--- src/rtl/utx_pkg.sv ---
package utx_pkg;

  typedef enum logic [1:0] {
    PAR_ODD   = 2'b00,
    PAR_EVEN  = 2'b01,
    PAR_ONE   = 2'b10,
    PAR_ZERO  = 2'b11
  } par_kind_e;

  typedef enum logic [2:0] {
    ST_IDLE,
    ST_START,
    ST_DATA,
    ST_NINTH,
    ST_STOP
  } tx_state_e;

  // ones_odd is the XOR reduction of the data byte
  function automatic logic parity_bit(input logic ones_odd, input par_kind_e kind);
    logic b;
    case (kind)
      PAR_ODD:  b = ~ones_odd;
      PAR_EVEN: b = ones_odd;
      PAR_ONE:  b = 1'b1;
      default:  b = 1'b0;
    endcase
    return b;
  endfunction

  function automatic logic ninth_value(input logic ones_odd, input logic par_on,
                                       input par_kind_e kind, input logic sw_bit);
    return par_on ? parity_bit(ones_odd, kind) : sw_bit;
  endfunction

  function automatic logic has_ninth(input logic xbit_on, input logic par_on);
    return xbit_on | par_on;
  endfunction

endpackage

--- src/rtl/utx_hold.sv ---
module utx_hold #(
  parameter int DATA_W = 8
) (
  input  logic              clk,
  input  logic              rst_n,
  input  logic              wr_en,
  input  logic [DATA_W-1:0] wr_data,
  input  logic              take,
  output logic [DATA_W-1:0] hold_data,
  output logic              hold_full,
  output logic              wr_accept
);

  // A write lands only into an empty register, including on a take cycle
  assign wr_accept = wr_en & ~hold_full;

  always_ff @(posedge clk or negedge rst_n) begin
    if (!rst_n) begin
      hold_full <= 1'b0;
      hold_data <= '0;
    end else if (wr_accept) begin
      hold_full <= 1'b1;
      hold_data <= wr_data;
    end else if (take) begin
      hold_full <= 1'b0;
    end
  end

  assert_hold_stable_R3: assert property (@(posedge clk) disable iff (!rst_n)
    hold_full && !take |=> hold_full && hold_data == $past(hold_data));

  assert_take_needs_byte_R4: assert property (@(posedge clk) disable iff (!rst_n)
    take |-> hold_full);

endmodule

--- src/rtl/utx_shift.sv ---
module utx_shift
  import utx_pkg::*;
#(
  parameter int DATA_W = 8
) (
  input  logic              clk,
  input  logic              rst_n,
  input  logic              baud_tick,
  input  logic              hold_full,
  input  logic [DATA_W-1:0] hold_data,
  input  logic              xbit_en,
  input  logic              xbit_sw,
  input  logic              par_en,
  input  logic [1:0]        par_type,
  output logic              take,
  output logic              stop_entry,
  output logic              txd
);

  localparam int IDX_W = (DATA_W > 1) ? $clog2(DATA_W) : 1;
  localparam logic [IDX_W-1:0] LAST_IDX = IDX_W'(DATA_W - 1);

  tx_state_e         state_q;
  logic [IDX_W-1:0]  idx_q;
  logic [DATA_W-1:0] sh_q;
  logic              nine_on_q;
  logic              nine_val_q;
  logic              txd_q;

  logic can_load;
  logic last_data;

  assign can_load   = (state_q == ST_IDLE) || (state_q == ST_STOP);
  assign take       = baud_tick & hold_full & can_load;
  assign last_data  = (state_q == ST_DATA) && (idx_q == LAST_IDX);
  assign stop_entry = baud_tick & ((last_data & ~nine_on_q) | (state_q == ST_NINTH));
  assign txd        = txd_q;

  always_ff @(posedge clk or negedge rst_n) begin
    if (!rst_n) begin
      state_q    <= ST_IDLE;
      idx_q      <= '0;
      sh_q       <= '0;
      nine_on_q  <= 1'b0;
      nine_val_q <= 1'b0;
      txd_q      <= 1'b1;
    end else if (baud_tick) begin
      case (state_q)
        ST_IDLE, ST_STOP: begin
          if (hold_full) begin
            state_q    <= ST_START;
            sh_q       <= hold_data;
            nine_on_q  <= has_ninth(xbit_en, par_en);
            nine_val_q <= ninth_value(^hold_data, par_en, par_kind_e'(par_type), xbit_sw);
            txd_q      <= 1'b0;
          end else begin
            state_q <= ST_IDLE;
            txd_q   <= 1'b1;
          end
        end
        ST_START: begin
          state_q <= ST_DATA;
          idx_q   <= '0;
          txd_q   <= sh_q[0];
        end
        ST_DATA: begin
          if (idx_q == LAST_IDX) begin
            if (nine_on_q) begin
              state_q <= ST_NINTH;
              txd_q   <= nine_val_q;
            end else begin
              state_q <= ST_STOP;
              txd_q   <= 1'b1;
            end
          end else begin
            idx_q <= idx_q + 1'b1;
            sh_q  <= sh_q >> 1;
            txd_q <= sh_q[1];
          end
        end
        ST_NINTH: begin
          state_q <= ST_STOP;
          txd_q   <= 1'b1;
        end
        default: begin
          state_q <= ST_IDLE;
          txd_q   <= 1'b1;
        end
      endcase
    end
  end

  assert_idle_line_high_R9: assert property (@(posedge clk) disable iff (!rst_n)
    state_q == ST_IDLE |-> txd);

  assert_start_after_take_R4: assert property (@(posedge clk) disable iff (!rst_n)
    take |=> !txd);

  assert_stop_is_high_R5: assert property (@(posedge clk) disable iff (!rst_n)
    stop_entry |=> txd && state_q == ST_STOP);

  assert_line_moves_on_tick_R5: assert property (@(posedge clk) disable iff (!rst_n)
    !baud_tick |=> $stable(txd));

endmodule

--- src/rtl/utx_flags.sv ---
module utx_flags (
  input  logic clk,
  input  logic rst_n,
  input  logic stop_entry,
  input  logic ti_clr,
  output logic tx_irq
);

  always_ff @(posedge clk or negedge rst_n) begin
    if (!rst_n)          tx_irq <= 1'b0;
    else if (stop_entry) tx_irq <= 1'b1;
    else if (ti_clr)     tx_irq <= 1'b0;
  end

  assert_irq_on_stop_R8: assert property (@(posedge clk) disable iff (!rst_n)
    stop_entry |=> tx_irq);

  assert_irq_sticky_R8: assert property (@(posedge clk) disable iff (!rst_n)
    tx_irq && !ti_clr |=> tx_irq);

  assert_irq_quiet_R8: assert property (@(posedge clk) disable iff (!rst_n)
    !tx_irq && !stop_entry |=> !tx_irq);

endmodule

--- src/rtl/uart_tx_hold.sv ---
module uart_tx_hold #(
  parameter int DATA_W = 8
) (
  input  logic              clk,
  input  logic              rst_n,
  input  logic              baud_tick,
  input  logic              wr_en,
  input  logic [DATA_W-1:0] wr_data,
  input  logic              xbit_en,
  input  logic              xbit_sw,
  input  logic              par_en,
  input  logic [1:0]        par_type,
  input  logic              ti_clr,
  output logic              txd,
  output logic              hold_empty,
  output logic              tx_irq
);

  logic [DATA_W-1:0] hold_data;
  logic              hold_full;
  logic              wr_accept;
  logic              take;
  logic              stop_entry;

  utx_hold #(.DATA_W(DATA_W)) u_hold (
    .clk       (clk),
    .rst_n     (rst_n),
    .wr_en     (wr_en),
    .wr_data   (wr_data),
    .take      (take),
    .hold_data (hold_data),
    .hold_full (hold_full),
    .wr_accept (wr_accept)
  );

  utx_shift #(.DATA_W(DATA_W)) u_shift (
    .clk        (clk),
    .rst_n      (rst_n),
    .baud_tick  (baud_tick),
    .hold_full  (hold_full),
    .hold_data  (hold_data),
    .xbit_en    (xbit_en),
    .xbit_sw    (xbit_sw),
    .par_en     (par_en),
    .par_type   (par_type),
    .take       (take),
    .stop_entry (stop_entry),
    .txd        (txd)
  );

  utx_flags u_flags (
    .clk        (clk),
    .rst_n      (rst_n),
    .stop_entry (stop_entry),
    .ti_clr     (ti_clr),
    .tx_irq     (tx_irq)
  );

  assign hold_empty = ~hold_full;

  assert_write_lands_R2: assert property (@(posedge clk) disable iff (!rst_n)
    wr_accept |=> !hold_empty);

  assert_take_empties_R10: assert property (@(posedge clk) disable iff (!rst_n)
    take |=> hold_empty);

  assert_accept_only_empty_R3: assert property (@(posedge clk) disable iff (!rst_n)
    wr_accept |-> hold_empty);

endmodule

--- config.mk ---
export PLATFORM = sky130hd
export DESIGN_NAME = uart_tx_hold
export DESIGN_NICKNAME = d
export VERILOG_FILES = /design/src/rtl/utx_pkg.sv /design/src/rtl/utx_hold.sv /design/src/rtl/utx_shift.sv /design/src/rtl/utx_flags.sv /design/src/rtl/uart_tx_hold.sv
export SDC_FILE = /design/constraint.sdc
export NUM_CORES = 1
export LEC_CHECK = 0
export BUFFER_PORTS_ARGS = -buffer_cell sky130_fd_sc_hd__buf_2
export CAP_MARGIN = 20
export CORE_AREA = 5 5 87 57
export DETAILED_ROUTE_END_ITERATION = 10
export DIE_AREA = 0 0 92 62
export GPL_ROUTABILITY_DRIVEN = 1
export PLACE_DENSITY = 0.6
export REMOVE_ABC_BUFFERS = 1
export SLEW_MARGIN = 20
export SYNTH_ARGS = -nofsm -noshare
export SYNTH_HDL_FRONTEND = slang
export SYNTH_HIERARCHICAL = 1
export SYNTH_SLANG_ARGS = --single-unit
--- constraint.sdc ---
create_clock -name clk -period 2.3 [get_ports clk]
set_input_delay 0.115 -clock clk [delete_from_list [all_inputs] [get_ports clk]]
set_output_delay 0.115 -clock clk [all_outputs]
set_load 0.01 [all_outputs]
-- Yosys cells after proc, flatten, opt, wreduce, memory -nomap -nowiden
Index checks and enable logic that the tools add are counted.
Widths: inputs -> output; s select.
- register bits: 27
- word-level logic and storage cells: 63
- output and inout bits: 3
- input port bits: 18
- eq/ne operators: 10
- add/subtract/negate cells: 1
- reductions and logical operators: 14
- bitwise operators: 10
- mux-type cells: 19
- operators with widths (operator ; count):
    $mux 8 ; 2
    $pmux 8 s2 ; 1
    $pmux 3 s4 ; 1
    $mux 1 ; 9
    $mux 3 ; 3
    $reduce_bool 2->1 ; 4
    $reduce_xor 8->1 ; 1
    $eq 3x2->1 const B ; 2
    $eq 3x3->1 const B ; 2
    $ne 2x2->1 const B ; 3
    $pmux 1 s3 ; 2
    $pmux 3 s2 ; 1
    $reduce_and 3->1 ; 2
    $and 1x1->1 ; 5
    $reduce_and 4->1 ; 1
    $add 3x1->3 const B ; 1
    $eq 3x1->1 const B ; 1
    $logic_not 3->1 ; 1
    $not 1->1 ; 3
    $eq 2x1->1 const B ; 1
    $eq 2x2->1 const B ; 1
    $logic_not 2->1 ; 1
    $or 1x1->1 ; 2
    $reduce_and 2->1 ; 1
    other kinds (3) ; 3

-- Depth between registers and ports, before layout
- word-level depth: 6
- gate-level depth with buffers: 9
- mapped depth without buffers: 7

-- Hierarchy
Netlist, hierarchy kept.
- modules (own cells, without submodules) (module ; area each (um^2) ; cells an instance ; seq. area each (um^2) ; instances):
    utx_shift ; 963.4 ; 97 ; 426.7 ; 1
    utx_hold ; 374.1 ; 21 ; 225.2 ; 1
    utx_flags ; 36.3 ; 3 ; 25.0 ; 1
    uart_tx_hold ; 3.8 ; 1 ; 0.0 ; 1

-- Worst setup path after synthesis
Ideal clock, no wire load.
- path kind: flip-flop to flip-flop
- start: register u_shift.idx_q[0]
- end: register u_shift.sh_q[5]
- arrival time: 1.692 ns
- buffers on the path: 2
- slack: 0.489 ns
- cell stages (with the launch flop): 10
- required time: 2.181 ns
- setup time: 0.119 ns
- period minus slack after synthesis: 1.811 ns
- cells stage by stage: dfrtp_1 > ha_1 > ha_1 > nor3b_2 > a21oi_1 > or3_1 > clkbuf_2 > buf_6 > nand2_1 > o21ai_2
- word-level cells in the longest chain between the ends: 3
- ends and longest elaborated chain (item ; RTL line ; RTL):
    start: declaration ; utx_shift.sv:24 ; logic [IDX_W-1:0] idx_q;
    start signal: assignment ; utx_shift.sv:76 ; idx_q <= idx_q + 1'b1;
    $eq 3x3->1 ; utx_shift.sv:67 ; if (idx_q == LAST_IDX) begin
    $ne 2x2->1 (no source line) ; - ;
    $reduce_and 4->1 (no source line) ; - ;
    end signal: assignment ; utx_shift.sv:52 ; sh_q <= hold_data;
    end signal: assignment ; utx_shift.sv:77 ; sh_q <= sh_q >> 1;
    end: declaration ; utx_shift.sv:25 ; logic [DATA_W-1:0] sh_q;
No other way between the ends.
A chain may end at the register's enable or synchronous reset.

-- Worst setup path in the final report
- start: register u_shift.idx_q[0]
- end: register u_shift.sh_q[6]
Same word-level chain as after synthesis.

==> impl_metrics.prom <==
# TYPE chip_impl_metric gauge
chip_impl_info{name="outcome",value="complete, no violations"} 1
chip_impl_metric{name="netlist-cell-type-count",unit=""} 38
chip_impl_metric{name="fraction_of_final_layout_cells_with_drive_strength_greater_than_1",unit="%"} 28.2
chip_impl_metric{name="worst_skew_pair.late_latency",unit="ns"} 0.27
chip_impl_metric{name="post-layout-total-power",unit="mW"} 2.12
chip_impl_metric{name="worst_pin_slew",unit="ns"} 0.593
chip_impl_metric{name="drc",unit=""} 0
chip_impl_metric{name="yosysWarningCount",unit=""} 6
chip_impl_metric{name="combPwrFrac",unit="%"} 45.1
chip_impl_metric{name="synth_sequential_area_ratio",unit="%"} 49.1
chip_impl_metric{name="fmaxAchievable",unit="MHz"} 506
chip_impl_metric{name="avgSynthCellArea",unit="um2"} 11.3
chip_impl_metric{name="synth-edff-count",unit=""} 0
chip_impl_metric{name="worst-r2r-cell-count",unit=""} 7
chip_impl_metric{name="routabilityCongestion",unit=""} 0.728
chip_impl_metric{name="finalHoldViolations",unit=""} 0
chip_impl_metric{name="final_critical_path_required_period",unit="ns"} 1.98
chip_impl_metric{name="total_negative_slack_for_setup_checks",unit="ns"} 0
chip_impl_metric{name="num_antenna_cells",unit=""} 0
chip_impl_metric{name="post_cts_buffers",unit=""} 0
chip_impl_metric{name="area_of_the_mapped_netlist",unit="um2"} 1380
chip_impl_metric{name="vias",unit=""} 938
chip_impl_metric{name="peakVddDrop",unit="mV"} 0.474
chip_impl_metric{name="cp_data_required_time",unit="ns"} 2.44
chip_impl_metric{name="tritoncts.num_buffers",unit=""} 3
chip_impl_metric{name="drt.antenna.violating_nets",unit=""} 0
chip_impl_metric{name="clk_path_buf_depth",unit=""} 2
chip_impl_metric{name="drt_iter0_drc",unit=""} 28
chip_impl_metric{name="start_util",unit="%"} 34.4
chip_impl_info{name="critical_setup_path_class",value="reg -> reg"} 1
chip_impl_metric{name="first_global_vias",unit=""} 966
chip_impl_metric{name="sw_power",unit="mW"} 0.790
chip_impl_metric{name="finalSetupViolCount",unit=""} 0
chip_impl_metric{name="placed_cell_area",unit="um2"} 1500
chip_impl_metric{name="floorplan.core_area",unit="um2"} 4010
chip_impl_metric{name="crit_arrival",unit="ns"} 2.12
chip_impl_metric{name="row_count",unit=""} 18
chip_impl_info{name="reg2reg_from",value="u_shift/idx_q[0]"} 1
chip_impl_metric{name="dpl.hpwl",unit="um"} 2090
chip_impl_metric{name="share_clk_of_total_power",unit="%"} 12.3
chip_impl_metric{name="route.detailed.vias_per_inst",unit=""} 4.89
chip_impl_metric{name="fin_worst_skew",unit="ns"} 0.00525
chip_impl_metric{name="async_flop_share",unit="%"} 100
chip_impl_metric{name="io_pins",unit=""} 21
chip_impl_metric{name="routed_wirelength",unit="um"} 2700
chip_impl_metric{name="drt_first_pass_iters",unit=""} 4
chip_impl_metric{name="syn_inst",unit=""} 122
chip_impl_info{name="worstSetupEndpointType",value="flip-flop"} 1
chip_impl_metric{name="antenna_found_initial",unit=""} 0
chip_impl_info{name="startpoint",value="u_shift/idx_q[0]"} 1
chip_impl_metric{name="worst-path-max-fanout",unit=""} 16
chip_impl_metric{name="slew_viol_final",unit=""} 0
chip_impl_metric{name="cellPowerDensity",unit="nW/um2"} 1360
chip_impl_metric{name="die_h",unit="um"} 62
chip_impl_metric{name="clk_pin_slew",unit="ns"} 0.09
chip_impl_metric{name="io_buffer_count",unit=""} 20
chip_impl_info{name="cp-endpoint",value="u_shift/sh_q[6]"} 1
chip_impl_metric{name="die_width",unit="um"} 92
chip_impl_metric{name="post-route-period-util",unit="%"} 85.9
chip_impl_metric{name="post_route_design_area",unit="um2"} 1560
chip_impl_info{name="hold_class",value="in -> reg"} 1
chip_impl_metric{name="swShare",unit="%"} 37.3
chip_impl_metric{name="grt_max_degree",unit=""} 28
chip_impl_metric{name="grt_remaining_overflow",unit=""} 0
chip_impl_metric{name="final_nets",unit=""} 163
chip_impl_metric{name="wl_per_cell",unit="um"} 14.1
chip_impl_metric{name="r2r_setup_slack",unit="ns"} 0.32
chip_impl_metric{name="leakagePower",unit="nW"} 0.728
chip_impl_metric{name="power_report.internal_total",unit="mW"} 1.33
chip_impl_info{name="crit-reg2reg-capture",value="u_shift/sh_q[6]"} 1
chip_impl_metric{name="power_frac_seq",unit="%"} 42.6
chip_impl_info{name="synthFlopType",value="sky130_fd_sc_hd__dfrtp_1"} 1
chip_impl_metric{name="cap_viol_max_count",unit=""} 0
chip_impl_info{name="root_buffer",value="sky130_fd_sc_hd__clkbuf_8"} 1
chip_impl_metric{name="globalRouteTotalUtil",unit="%"} 10.4
chip_impl_info{name="setup_repair_after_global_routing_missed_its_margin",value="false"} 1
chip_impl_metric{name="htreeDepth",unit=""} 1
chip_impl_metric{name="timing.slew.headroom",unit="%"} 60.3
chip_impl_info{name="timing.critical_path.from_type",value="flip-flop"} 1
chip_impl_metric{name="synthToLayoutAreaGrowth",unit="%"} 13.1
chip_impl_metric{name="clkSinkCount",unit=""} 27
chip_impl_metric{name="wire_length_of_the_first_global_routing_pass",unit="um"} 4620
chip_impl_metric{name="yosys_register_bits",unit=""} 27
chip_impl_info{name="hold_path.startpoint",value="wr_data[3]"} 1
chip_impl_metric{name="fin_util",unit="%"} 38.9
chip_impl_metric{name="die-area",unit="um2"} 5700
chip_impl_info{name="cts_tree",value="done"} 1
-- worst max-delay path, cell delays in order (launching register included) --
cell,delay [ns]
sky130_fd_sc_hd__dfrtp_1,0.39
sky130_fd_sc_hd__ha_1,0.20
sky130_fd_sc_hd__ha_1,0.26
sky130_fd_sc_hd__nor3b_2,0.18
sky130_fd_sc_hd__a21oi_1,0.05
sky130_fd_sc_hd__or3_1,0.54
sky130_fd_sc_hd__nand2_1,0.17
sky130_fd_sc_hd__o21ai_2,0.06
-- state kept, by name (all words and copies together), names as in the netlist --
signal	cells
u_flags/tx_irq	1
u_hold/hold_data	8
u_hold/hold_full	1
u_shift/idx_q	3
u_shift/nine_on_q	1
u_shift/nine_val_q	1
u_shift/sh_q	8
u_shift/state_q	3
u_shift/txd	1
-- power groups by stage --
| stage | logic [mW] | registers, mW | clock network (mW) |
|---|---|---|---|
| floorplan | 0.763 | 0.859 | 0 |
| global placement | 0.930 | 0.904 | 0 |
| global route | 1.06 | 0.942 | 0.295 |
| finish | 0.956 | 0.902 | 0.261 |
| detailed placement | 0.965 | 0.910 | 0 |
| CTS | 0.966 | 0.904 | 0.278 |
-- repair_timing --
item,CTS,global route
resized for setup,0,0
hold endpoints to repair,26,0
hold buffers,1,0
-- worst min-delay path by stage --
stage	to	slack, ns	depth (start not counted)
2_1_floorplan	u_flags/tx_irq	-0.18	0
3_3_place_gp	u_hold/hold_data[5]	0.15	1
4_1_cts	u_hold/hold_data[3]	0.06	2
3_5_place_dp	u_hold/hold_data[0]	0.16	1
5_1_grt	u_hold/hold_data[3]	0.07	2
6_report	u_hold/hold_data[3]	0.07	2
-- kinds of logic after synthesis --
logic type	synth area share, %
AO/OA/AOI/OAI	13.5
XOR/XNOR	4.45
adder cells (fa/ha/maj)	1.82
buffers and inverters	4.63
flip-flops	49.1
multiplexers	14.6
AND/OR/NAND/NOR	11.8
-- layout make-up --
class | count | area [um2]
fillers | 395 | 2450
well taps | 50 | 62.6
repair buffers | 21 | 110
multi-input cells | 83 | 637
inverters | 7 | 26.3
clock buffers | 4 | 45.0
flip-flops and latches | 27 | 677
-- synthesized netlist by cell type (3+ instances only) --
cell type | count | area share (%)
sky130_fd_sc_hd__xnor2_1 | 5 | 3.2
sky130_fd_sc_hd__mux2i_1 | 7 | 5.1
sky130_fd_sc_hd__dfrtp_1 | 26 | 47
sky130_fd_sc_hd__nand2_1 | 10 | 2.7
sky130_fd_sc_hd__nor2_1 | 4 | 1.1
sky130_fd_sc_hd__a21oi_1 | 7 | 2.5
sky130_fd_sc_hd__o21ai_1 | 6 | 2.2
sky130_fd_sc_hd__inv_1 | 7 | 1.9
sky130_fd_sc_hd__mux2_4 | 8 | 8.7
sky130_fd_sc_hd__o21ai_0 | 3 | 1.1
-- stage by stage --
stage	hold slack [ns]	worst slack, ns	std cells
after floorplan	-0.181	0.483	117
after global placement	0.154	0.383	187
after detailed placement	0.164	0.323	187
after CTS	0.0605	0.314	192
after global routing	0.0652	0.212	192
final	0.0705	0.325	192
-- layer usage --
metal / wire length, um / global-route usage, %
met5: 0 / 0
met4: 29 / 3.59
met3: 146 / 2.89
met2: 1090 / 16.0
met1: 1440 / 14.2
-- placed cells by master, fill, tap and decap left out, drive strengths merged, types with 2 or more instances in the layout --
master / instances
a21o: 2
a21oi: 7
a22o: 2
buf: 20
clkbuf: 4
dfrtp: 26
ha: 2
inv: 7
mux2: 9
mux2i: 7
nand2: 10
nor2: 5
nor2b: 2
nor3b: 4
nor4: 2
o21ai: 11
or3: 2
xnor2: 5
xor2: 2
No activity file was read; power rests on OpenSTA's default activity.
